==> config.mk <==
export PLATFORM = sky130hd
export DESIGN_NAME = grid_sync_est
export DESIGN_NICKNAME = d
export VERILOG_FILES = /design/src/rtl/gsync_pkg.sv /design/src/rtl/gsync_clarke.sv /design/src/rtl/gsync_sincos.sv /design/src/rtl/gsync_core.sv /design/src/rtl/grid_sync_est.sv
export SDC_FILE = /design/constraint.sdc
export NUM_CORES = 2
export LEC_CHECK = 0
export CORE_MARGIN = 2
export CORE_UTILIZATION = 67
export CTS_BUF_LIST = sky130_fd_sc_hd__clkbuf_4
export DETAILED_ROUTE_END_ITERATION = 16
export HOLD_SLACK_MARGIN = 0.02
export PLACE_DENSITY = 0.95
export RECOVER_POWER = 50
export SYNTH_ARGS = -nofsm -noshare
export SYNTH_HDL_FRONTEND = slang
export SYNTH_MEMORY_MAX_BITS = 65536
export SYNTH_SLANG_ARGS = --single-unit
==> constraint.sdc <==
create_clock -name clk -period 33.5 [get_ports clk]
set_input_delay 5.025 -clock clk [delete_from_list [all_inputs] [get_ports clk]]
set_output_delay 5.025 -clock clk [all_outputs]
set_load 0.05 [all_outputs]
==> src/rtl/gsync_pkg.sv <==
package gsync_pkg;

  typedef enum logic {
    OUT_EMPTY = 1'b0,
    OUT_HELD  = 1'b1
  } out_state_e;

  // clamp a wide signed value into a w-bit signed range
  function automatic logic signed [63:0] sat_w(input logic signed [63:0] x, input int w);
    logic signed [63:0] hi;
    logic signed [63:0] lo;
    hi = (64'sd1 <<< (w - 1)) - 64'sd1;
    lo = -hi - 64'sd1;
    if (x > hi) return hi;
    if (x < lo) return lo;
    return x;
  endfunction

endpackage

==> src/rtl/gsync_clarke.sv <==
module gsync_clarke import gsync_pkg::*; #(
  parameter int VW = 16
) (
  input  logic signed [VW-1:0] a,
  input  logic signed [VW-1:0] b,
  input  logic signed [VW-1:0] c,
  output logic signed [VW-1:0] alpha,
  output logic signed [VW-1:0] beta
);
  localparam int CSH = 16;
  // round(2^16/3) and round(2^16/sqrt(3))
  localparam logic signed [63:0] K_THIRD = 64'sd21845;
  localparam logic signed [63:0] K_ISQ3  = 64'sd37837;

  logic signed [63:0] sum3, diff;

  always_comb begin
    sum3  = 64'(a) * 64'sd2 - 64'(b) - 64'(c);
    diff  = 64'(b) - 64'(c);
    alpha = VW'(sat_w((sum3 * K_THIRD) >>> CSH, VW));
    beta  = VW'(sat_w((diff * K_ISQ3) >>> CSH, VW));
  end
endmodule

==> src/rtl/gsync_sincos.sv <==
module gsync_sincos #(
  parameter int AW = 32,
  parameter int VW = 16,
  parameter int LB = 10
) (
  input  logic [AW-1:0]        ang,
  output logic signed [VW-1:0] sin_o,
  output logic signed [VW-1:0] cos_o
);
  localparam int  QB  = LB - 2;
  localparam int  QN  = 2 ** QB;
  localparam int  AMP = 2 ** (VW - 2);
  localparam real PI  = 3.14159265358979323846;
  localparam logic [QB:0] QN_V = (QB + 1)'(QN);

  logic signed [VW-1:0] qtab [0:QN];

  initial begin
    for (int i = 0; i <= QN; i++) begin
      qtab[i] = VW'($rtoi($floor(real'(AMP) * $sin(PI * real'(i) / (2.0 * real'(QN))) + 0.5)));
    end
  end

  function automatic logic signed [VW-1:0] fetch(input logic [LB-1:0] i);
    logic [QB:0]          ix;
    logic signed [VW-1:0] m;
    if (i[LB-2]) ix = QN_V - {1'b0, i[QB-1:0]};
    else         ix = {1'b0, i[QB-1:0]};
    m = qtab[ix];
    return i[LB-1] ? -m : m;
  endfunction

  logic signed [VW-1:0] vals [2];

  for (genvar k = 0; k < 2; k++) begin : g_lane
    logic [LB-1:0] idx;
    assign idx     = ang[AW-1 -: LB] + LB'(k * QN);
    assign vals[k] = fetch(idx);
  end

  assign sin_o = vals[0];
  assign cos_o = vals[1];
endmodule

==> src/rtl/gsync_core.sv <==
module gsync_core import gsync_pkg::*; #(
  parameter int AW       = 32,
  parameter int VW       = 16,
  parameter int GS       = 8,
  parameter int GAIN_ANG = 188833,
  parameter int GAIN_FRQ = 1669,
  parameter int FREQ_NOM = 21474836,
  parameter int FREQ_LO  = 17179869,
  parameter int FREQ_HI  = 25769804
) (
  input  logic                 clk,
  input  logic                 rst,
  input  logic                 upd,
  input  logic signed [VW-1:0] alpha,
  input  logic signed [VW-1:0] beta,
  input  logic signed [VW-1:0] sin_v,
  input  logic signed [VW-1:0] cos_v,
  output logic [AW-1:0]        pred_ang,
  output logic [AW-1:0]        ang,
  output logic signed [AW-1:0] frq
);
  logic [AW-1:0]        ang_q, ang_n;
  logic signed [AW-1:0] frq_q, frq_n;
  logic signed [VW-1:0] vq;
  logic signed [63:0]   mix, ca, fs;

  assign pred_ang = ang_q + frq_q;

  always_comb begin
    mix   = 64'(beta) * 64'(cos_v) - 64'(alpha) * 64'(sin_v);
    vq    = VW'(sat_w(mix >>> (VW - 2), VW));
    ca    = (64'(vq) * 64'(GAIN_ANG)) >>> GS;
    ang_n = pred_ang + ca[AW-1:0];
    fs    = 64'(frq_q) + ((64'(vq) * 64'(GAIN_FRQ)) >>> GS);
    if (fs > 64'(FREQ_HI))      frq_n = AW'(FREQ_HI);
    else if (fs < 64'(FREQ_LO)) frq_n = AW'(FREQ_LO);
    else                        frq_n = AW'(fs);
  end

  always_ff @(posedge clk) begin
    if (rst) begin
      ang_q <= '0;
      frq_q <= AW'(FREQ_NOM);
    end else if (upd) begin
      ang_q <= ang_n;
      frq_q <= frq_n;
    end
  end

  assign ang = ang_q;
  assign frq = frq_q;
endmodule

==> src/rtl/grid_sync_est.sv <==
module grid_sync_est import gsync_pkg::*; #(
  parameter int VW         = 16,
  parameter int AW         = 32,
  parameter int LUT_BITS   = 10,
  parameter int GAIN_SHIFT = 8,
  parameter int GAIN_ANG   = 188833,
  parameter int GAIN_FRQ   = 1669,
  parameter int FREQ_NOM   = 21474836,
  parameter int FREQ_LO    = 17179869,
  parameter int FREQ_HI    = 25769804
) (
  input  logic                 clk,
  input  logic                 rst,
  input  logic                 smp_valid,
  output logic                 smp_ready,
  input  logic signed [VW-1:0] ph_a,
  input  logic signed [VW-1:0] ph_b,
  input  logic signed [VW-1:0] ph_c,
  output logic                 est_valid,
  input  logic                 est_ready,
  output logic [AW-1:0]        est_angle,
  output logic signed [AW-1:0] est_freq
);
  out_state_e           ost;
  logic                 take;
  logic signed [VW-1:0] alpha, beta, sin_v, cos_v;
  logic [AW-1:0]        pred_ang;

  assign smp_ready = (ost == OUT_EMPTY) || est_ready;
  assign take      = smp_valid && smp_ready;
  assign est_valid = (ost == OUT_HELD);

  always_ff @(posedge clk) begin
    if (rst)            ost <= OUT_EMPTY;
    else if (take)      ost <= OUT_HELD;
    else if (est_ready) ost <= OUT_EMPTY;
  end

  gsync_clarke #(.VW(VW)) u_clarke (
    .a(ph_a), .b(ph_b), .c(ph_c), .alpha(alpha), .beta(beta)
  );

  gsync_sincos #(.AW(AW), .VW(VW), .LB(LUT_BITS)) u_trig (
    .ang(pred_ang), .sin_o(sin_v), .cos_o(cos_v)
  );

  gsync_core #(
    .AW(AW), .VW(VW), .GS(GAIN_SHIFT), .GAIN_ANG(GAIN_ANG), .GAIN_FRQ(GAIN_FRQ),
    .FREQ_NOM(FREQ_NOM), .FREQ_LO(FREQ_LO), .FREQ_HI(FREQ_HI)
  ) u_core (
    .clk(clk), .rst(rst), .upd(take), .alpha(alpha), .beta(beta),
    .sin_v(sin_v), .cos_v(cos_v), .pred_ang(pred_ang),
    .ang(est_angle), .frq(est_freq)
  );
endmodule

==> flow_metrics.env <==
export IMPL_worst_path_most_repeated_cell="a21oi_1"
export IMPL_dp_hpwl_um=154300
export IMPL_die_y_um=294.6
export IMPL_synth_edff_count=0
export IMPL_post_cts_setup_buffers=0
export IMPL_worstSetupStartpointType="input pin"
export IMPL_cts_root_buf="clkbuf_4"
export IMPL_cpPeakStageDelay_ns=0.64
export IMPL_clk_pin_slew_ns=0.13
export IMPL_mostFrequentLayoutCell="inv_1"
export IMPL_finalCritPeriodShare_pct=96.97
export IMPL_final_min_clock_period_ns=32.48
export IMPL_routed_wl_um=191400
export IMPL_num_rows=106
export IMPL_start_util_pct=67.61
export IMPL_rrSetupSlack_ns=5.39
export IMPL_syn_area_per_cell_sq_um=8.162
export IMPL_cts_made_buffers=9
export IMPL_r2r_cells=93
export IMPL_tightest_slew_ns=1.514
export IMPL_drive_gt1_share_pct=4.306
export IMPL_whs_path_depth=2
export IMPL_detail_route_antenna_nets=0
export IMPL_critPathLaunch="ph_c[1]"
export IMPL_seq_area_frac_synth_pct=2.300
export IMPL_grt_first_pass_wirelength_um=299000
export IMPL_post_route_util_pct=70.93
export IMPL_grt_overflow_total=0
export IMPL_path_delay_family="compound AO/OA/AOI/OAI gates"
export IMPL_syn_area_sq_mm=0.05658
export IMPL_min_from="u_core.ang[3]"
export IMPL_wire_per_inst_um=23.83
export IMPL_fin_nets=8676
export IMPL_hold_buffers=0
export IMPL_clkLatencyLatePin_ns=0.49
export IMPL_yosysUniqueCellTypes=114
export IMPL_whs_endpoint="u_core.ang[3]"
export IMPL_via_per_inst=6.716
export IMPL_dieArea_sq_mm=0.08679
export IMPL_placement_io_buffers=117
export IMPL_num_vias=53940
export IMPL_async_reset_ff_share_pct=0
export IMPL_setup_viol=0
export IMPL_tritoncts="done"
export IMPL_dr_first_iter_drc_count=7712
export IMPL_hp_class="flip-flop to flip-flop"
export IMPL_relSlewSlack_pct=-1.633
export IMPL_ios=118
export IMPL_timing_rr_end="u_core.frq[3]"
export IMPL_grtUsageTotal_pct=43.80
export IMPL_num_fill_cells=5767
export IMPL_ys_seq_elements=65
export IMPL_cts_htree_levels=3
export IMPL_cap_violations=2
export IMPL_final_cell_mix="inv_1 (1,352), fa_1 (928), ha_1 (804), nand2_1 (594), nor2_1 (546)"
export IMPL_netlist_instances=6932
export IMPL_slew_violations=13
export IMPL_numClockSinks=65
export IMPL_path_buf_inv=16
export IMPL_required_ns=33.85
export IMPL_grt_antenna_before_repair=2
export IMPL_cpMaxStageDelayCell="xor2_2"
export IMPL_cts_resized=0
export IMPL_synth_net_count=8716
export IMPL_firstDrtPassIters=10
export IMPL_drc=0
export IMPL_area_growth_pct=4.911
export IMPL_status="finished with violations"
export IMPL_clk_path_buf_depth=2
export IMPL_yosys_warnings=0
export IMPL_violations="capacitance limit, slew limit"
export IMPL_grt_pass1_vias=56170
export IMPL_hold_viol=0
export IMPL_die_x_um=294.6
export IMPL_grt_max_degree=78
export IMPL_coreArea_sq_mm=0.08369
export IMPL_end_kind="flip-flop"
export IMPL_rr_startpoint="u_core.frq[0]"
export IMPL_crit_arrival_ns=32.84
export IMPL_worstPathMaxFanout=16
export IMPL_critPathKind="input pin to flip-flop"
export IMPL_synth_ff_type="dfxtp_1"
export IMPL_fmax_ghz=0.03078
export IMPL_gp_congestion=1.112
export IMPL_skew_ns=0.02093
==> registers in the layout (all words and copies together) (netlist names) <==
| name | count |
|---|---|
| u_core.ang | 32 |
| u_core.frq | 32 |
| est_valid | 1 |
==> final cells by class <==
type,instances,area [sq um],share of cell area (%)
inverter,1368,5135,8.650
clock buffer,10,75.07,0.1265
multi-input combinational,5220,49370,83.17
timing repair buffer,228,1999,3.368
antenna,1,2.502,0.004216
clock inverter,6,58.81,0.09907
sequential,65,1301,2.192
tap,1134,1419,2.390
==> logic make-up after synthesis <==
group | share of synthesized area (%)
mux | 0.6811
buf+inv | 11.10
compound gates | 17.20
xor+xnor | 4.591
fa+ha+maj | 50.61
simple gates | 13.51
flops | 2.300
==> metal layers <==
metal | GRT usage [%] | vias up | wire length (um)
li1 | - | 22700 | -
met1 | 51.91 | 25540 | 65210
met2 | 69.93 | 4332 | 85620
met3 | 13.38 | 1364 | 25400
met4 | 26.69 | 4 | 15160
met5 | 0.2269 | - | 29
==> worst reg2reg max path, delay by kind of cell (launching register included) <==
family / cells / cell delay (ns)
DFF: 1 / 0.38
xor gates and xnor gates: 2 / 1.32
and+or+nand+nor: 21 / 5.49
muxes: 1 / 0.38
AOI/OAI and AO/OA: 41 / 10.09
buffers and inverters: 11 / 2.85
adders and majority gates: 17 / 7.43
==> worst max-delay path by stage <==
stage                                 to  slack [ns]  depth (start not counted)
after global routing       u_core.frq[4]       -0.27                        112
final                      u_core.frq[3]        1.02                        107
after detailed placement   u_core.frq[2]       -0.33                        112
after floorplan           u_core.frq[10]        2.75                        110
after global placement     u_core.frq[2]        0.97                        108
after CTS                  u_core.frq[5]        0.11                        112
==> metrics by stage <==
stage / area (sq um) / setup slack [ns] / cells / setup TNS, ns / hold slack (ns)
2_1_floorplan: 56580 / 2.750 / 6932 / 0 / 0.6845
3_3_place_gp: 58960 / 0.9702 / 8015 / 0 / 0.4709
3_5_place_dp: 58960 / -0.3318 / 8015 / -2.665 / 0.4874
4_1_cts: 59090 / 0.1090 / 8031 / 0 / 0.5057
5_1_grt: 59360 / -0.2692 / 8031 / -5.004 / 0.5286
6_report: 59360 / 1.016 / 8032 / 0 / 0.5001
==> synthesized netlist by cell type, types with 38 or more instances <==
| cell type | number | area, sq um |
|---|---|---|
| a211oi_1 | 65 | 488.0 |
| and2_1 | 54 | 337.8 |
| nand2b_1 | 71 | 444.2 |
| o211ai_1 | 63 | 473.0 |
| dfxtp_1 | 65 | 1301 |
| xor2_1 | 89 | 779.5 |
| fa_1 | 928 | 18580 |
| nor2_1 | 550 | 2064 |
| o21ai_0 | 260 | 1301 |
| inv_1 | 1352 | 5075 |
| nor2b_1 | 38 | 237.7 |
| nor3_1 | 121 | 605.6 |
| buf_2 | 50 | 250.2 |
| a31oi_1 | 46 | 287.8 |
| nand2_1 | 597 | 2241 |
| nand3_1 | 109 | 545.5 |
| a21o_1 | 106 | 795.8 |
| clkbuf_1 | 189 | 709.4 |
| a21oi_1 | 417 | 2087 |
| o21bai_1 | 44 | 330.3 |
| ha_1 | 804 | 10060 |
| xnor2_1 | 195 | 1708 |
Power is not shown: default switching activity piles up to over one toggle a cycle in this logic, so the estimate is an artifact.
